==> src/rtl/hzc_pkg.sv <==
package hzc_pkg;
  localparam int OPW  = 4;
  localparam int IDW  = 4;
  localparam int STW  = 2;
  localparam int NSTG = 5;

  localparam logic [OPW-1:0] OP_LOAD = 4'h3;
  localparam logic [OPW-1:0] OP_POP  = 4'h4;
  localparam logic [OPW-1:0] OP_JCC  = 4'h6;
  localparam logic [OPW-1:0] OP_RET  = 4'h8;
  localparam logic [IDW-1:0] ID_NONE = {IDW{1'b1}};

  typedef enum logic [STW-1:0] {
    ST_OK  = 2'd0,
    ST_ADR = 2'd1,
    ST_INS = 2'd2,
    ST_HLT = 2'd3
  } stat_e;

  typedef enum int {
    STG_F = 0,
    STG_D = 1,
    STG_E = 2,
    STG_M = 3,
    STG_W = 4
  } stage_e;

  typedef struct packed {
    logic stall;
    logic bubble;
  } stg_ctl_t;
endpackage

==> src/rtl/hzc_detect.sv <==
module hzc_detect
  import hzc_pkg::*;
(
  input  logic [OPW-1:0] d_op,
  input  logic [OPW-1:0] e_op,
  input  logic [OPW-1:0] m_op,
  input  logic [IDW-1:0] e_ld_dst,
  input  logic [IDW-1:0] d_src_a,
  input  logic [IDW-1:0] d_src_b,
  input  logic           e_cond,
  input  logic [STW-1:0] m_stat,
  input  logic [STW-1:0] w_stat,
  output logic           hz_load_use,
  output logic           hz_ret,
  output logic           hz_mispred,
  output logic           hz_exc
);
  logic e_is_load;
  logic dst_valid;
  logic match_a;
  logic match_b;

  always_comb begin
    e_is_load   = (e_op == OP_LOAD) || (e_op == OP_POP);
    dst_valid   = (e_ld_dst != ID_NONE);
    match_a     = (d_src_a == e_ld_dst);
    match_b     = (d_src_b == e_ld_dst);
    hz_load_use = e_is_load && dst_valid && (match_a || match_b);
    hz_ret      = (d_op == OP_RET) || (e_op == OP_RET) || (m_op == OP_RET);
    hz_mispred  = (e_op == OP_JCC) && !e_cond;
    hz_exc      = (m_stat != ST_OK) || (w_stat != ST_OK);
  end


  always_comb begin
    none_match_chk: assert (!(hz_load_use && e_ld_dst == ID_NONE));
  end
endmodule

==> src/rtl/hzc_actions.sv <==
module hzc_actions
  import hzc_pkg::*;
(
  input  logic     hz_load_use,
  input  logic     hz_ret,
  input  logic     hz_mispred,
  input  logic     hz_exc,
  output stg_ctl_t stg [NSTG],
  output logic     cc_en
);
  always_comb begin
    for (int i = 0; i < NSTG; i++) begin
      stg[i] = '0;
    end
    stg[STG_F].stall  = hz_load_use || hz_ret;
    stg[STG_D].stall  = hz_load_use;
    // load/use outranks a return: the return is held, not squashed
    stg[STG_D].bubble = hz_mispred || (hz_ret && !hz_load_use);
    stg[STG_E].bubble = hz_mispred || hz_load_use;
    stg[STG_M].bubble = hz_exc;
    stg[STG_W].stall  = hz_exc;
    cc_en             = !hz_exc;
  end


  always_comb begin
    lu_ret_hold_chk: assert (!(hz_load_use && hz_ret) ||
                             (stg[STG_D].stall && !stg[STG_D].bubble));
  end


  always_comb begin
    mis_ret_chk: assert (!(hz_mispred && hz_ret) ||
                         (stg[STG_D].bubble && stg[STG_E].bubble && stg[STG_F].stall));
  end
endmodule

==> src/rtl/pipe_hazard_ctl.sv <==
module pipe_hazard_ctl
  import hzc_pkg::*;
(
  input  logic [3:0] d_op,
  input  logic [3:0] e_op,
  input  logic [3:0] m_op,
  input  logic [3:0] e_ld_dst,
  input  logic [3:0] d_src_a,
  input  logic [3:0] d_src_b,
  input  logic       e_cond,
  input  logic [1:0] m_stat,
  input  logic [1:0] w_stat,
  output logic       f_stall,
  output logic       d_stall,
  output logic       d_bubble,
  output logic       e_bubble,
  output logic       m_bubble,
  output logic       w_stall,
  output logic       cc_en,
  output logic       ctl_err
);
  logic     hz_load_use;
  logic     hz_ret;
  logic     hz_mispred;
  logic     hz_exc;
  stg_ctl_t stg [NSTG];
  logic [NSTG-1:0] clash;

  hzc_detect u_detect (
    .d_op        (d_op),
    .e_op        (e_op),
    .m_op        (m_op),
    .e_ld_dst    (e_ld_dst),
    .d_src_a     (d_src_a),
    .d_src_b     (d_src_b),
    .e_cond      (e_cond),
    .m_stat      (m_stat),
    .w_stat      (w_stat),
    .hz_load_use (hz_load_use),
    .hz_ret      (hz_ret),
    .hz_mispred  (hz_mispred),
    .hz_exc      (hz_exc)
  );

  hzc_actions u_actions (
    .hz_load_use (hz_load_use),
    .hz_ret      (hz_ret),
    .hz_mispred  (hz_mispred),
    .hz_exc      (hz_exc),
    .stg         (stg),
    .cc_en       (cc_en)
  );

  genvar gi;
  generate
    for (gi = 0; gi < NSTG; gi++) begin : g_clash
      assign clash[gi] = stg[gi].stall && stg[gi].bubble;
    end
  endgenerate

  assign ctl_err  = |clash;
  assign f_stall  = stg[STG_F].stall;
  assign d_stall  = stg[STG_D].stall;
  assign d_bubble = stg[STG_D].bubble;
  assign e_bubble = stg[STG_E].bubble;
  assign m_bubble = stg[STG_M].bubble;
  assign w_stall  = stg[STG_W].stall;


  always_comb begin
    no_clash_chk: assert (!ctl_err);
  end


  always_comb begin
    cc_gate_chk: assert (!(m_bubble && cc_en));
  end


  always_comb begin
    exc_pair_chk: assert (m_bubble == w_stall);
  end
endmodule

==> config.mk <==
export PLATFORM = sky130hd
export DESIGN_NAME = pipe_hazard_ctl
export DESIGN_NICKNAME = d
export VERILOG_FILES = /design/src/rtl/hzc_pkg.sv /design/src/rtl/hzc_detect.sv /design/src/rtl/hzc_actions.sv /design/src/rtl/pipe_hazard_ctl.sv
export SDC_FILE = /design/constraint.sdc
export NUM_CORES = 1
export LEC_CHECK = 0
export ABC_AREA = 1
export BUFFER_PORTS_ARGS = -buffer_cell sky130_fd_sc_hd__clkbuf_2
export CAP_MARGIN = 20
export CORE_AREA = 2 2 39 41
export DETAILED_ROUTE_END_ITERATION = 7
export DIE_AREA = 0 0 41 43
export PLACE_DENSITY_LB_ADDON = 0.05
export SETUP_SLACK_MARGIN = 0.02
export SYNTH_ARGS = -nofsm -noshare
export SYNTH_HDL_FRONTEND = slang
export SYNTH_SLANG_ARGS = --single-unit
==> constraint.sdc <==
create_clock -name vclk -period 1.1
set_clock_uncertainty 0.2 [all_clocks]
set_input_delay 0.055 -clock vclk [all_inputs]
set_output_delay 0.055 -clock vclk [all_outputs]
set_load 0.01 [all_outputs]
==> reports/qor.yml <==
status: "finished clean"
timing.hold.ws_ps: 143
final_cell_mix: "27 x nand2_1, 23 x clkbuf_2, 11 x inv_1"
synth_nets: 102
antenna_found_initial: 0
grt_pass1_vias: 319
slew_violations: 0
ys_top_cells_by_area: "nand2_1 34%, inv_1 17%, nor2_1 12%, nand3_1 6.3%, nand2_2 5.9%"
setup_viol: 0
postRouteAntennaNets: 0
endpoint_kind: "primary output"
arrival_ps: 830
grt_pass1_wl_mm: 1.17
ios: 37
nClkBuffers: 0
powerDensity_mw_per_mm2: 318
yosysWarnings: 0
grt.overflow.total: 0
drtIter0Drc: 2
area_growth_pct: 94.1
critPathSlowestCell: "a21oi_2"
path_depth: 8
tns_ps: 0
start_kind: "input pin"
vdd_drop_max_v: 0.0000990
layout.cells.non_filler: 125
drc_errors: 0
fillers: 161
fp.dieArea_mm2: 0.00176
netlist_instances: 73
rows: 14
via_per_inst: 4.01
wl_um: 840
min_period_ps: 1080
stdcell_area_um2: 617
grt_usage_pct: 8.59
crit_type: "in2out"
portBuffers: 36
start_util_pct: 23.0
regArea_um2: 0
die_w_um: 41
cpPeakStageDelay_ps: 140
fin_nets: 140
synth_top_area_cell: "nand2_1"
crit_path_max_fanout: 4
cp_num_buf_inv: 2
hp-class: "in2out"
flops_and_latches: 0
yosysSeqAreaShare_pct: 0
crit_top_cell: "nand2_2"
place_inst: 124
mostFrequentLayoutCell: "nand2_1"
cp_data_required_time_ps: 840
p_leak_uw: 0.000417
diodes: 0
dpl-instance-area_um2: 517
die_h_um: 43
fmax_ghz: 0.926
drive_gt1_share_pct: 51.4
netlist.area_leader.share_pct: 34.3
cap_violations: 0
routedWlPerCell_um: 6.72
avgSynthCellArea_um2: 4.35
min_to: "cc_en"
hpwl_um: 738
syn_area_um2: 318
vias: 501
fin_crit_sh_pct: 98.2
dr.pass1.iters: 2
path_cells: "buf_2 -> nor2_2 -> nand3_1 -> a21oi_2 -> nand2_2 -> nand2_2 -> nand2_2 -> buf_6"
synth_cell_types: 13
core_mm2: 0.00138
grt_max_degree: 5
hold_depth: 3
gp_congestion: 0.681
total_power_uw: 196
ctsHoldBuffers: 0
min_from: "w_stat[0]"
rsz0062_at_grt: "true"
finalHoldViolCount: 0
critPathTopFamily: "simple AND/OR/NAND/NOR gates"
Yosys cell counts, drive strengths merged:
cell type and n:
nand3 5, buf 2, a21oi 1, inv 18, nor4 1, nand4 1, nor2 10, conb 1
nand2 32, nand3b 2
power by group:
group          leakage (µW)  total (µW)  internal, µW  switching [µW]
Clock                     0           0             0               0
Combinational      0.000417         196           108            87.8
Sequential                0           0             0               0
Total              0.000417         196           108            87.8
stage by stage:
| step | setup slack, ps | util [%] |
|---|---|---|
| global placement | -0.930 | 37.3 |
| detailed placement | -14.9 | 37.3 |
| global route | -74.1 | 44.6 |
| CTS | 3.79 | 38.8 |
| floorplan | 75.9 | - |
| finish | 19.8 | 44.6 |
area by class of cell:
type	count	area [µm²]	area share [%]
repair buffers	38	263	42.6
multi-input cells	53	262	42.4
inverters	18	72.6	11.8
well taps	16	20.0	3.25
metal layers:
metal,up-vias,routed length [µm],track usage [%]
met5,-,0,0
met4,0,0,0
met3,0,55,0
li1,282,-,-
met2,16,448,15.6
met1,203,336,11.4
worst max path at each step:
| stage | start | endpoint | slack (ps) |
|---|---|---|---|
| 3_5_place_dp | e_op[2] | d_bubble | -10 |
| 6_report | e_op[3] | d_bubble | 20 |
| 5_1_grt | e_ld_dst[0] | d_bubble | -70 |
| 4_1_cts | e_op[3] | d_bubble | 4 |
| 3_3_place_gp | e_ld_dst[1] | d_bubble | -0.9 |
| 2_1_floorplan | m_stat[1] | w_stall | 80 |
logic make-up after synthesis:
logic type,after synthesis,share of synthesized area (%)
simple gates,51,70.1
buf+inv,20,26.0
compound gates,1,2.76
other cells,1,1.18
repair_timing:
item                                    CTS  global route
hold endpoints to repair                  0             0
gates cloned                              0             0
buffers inserted                          0             1
gates resized for setup                   3            31
pin swaps                                 1            17
endpoints found under the setup margin    3             4
(Power assumes the default switching activity.)
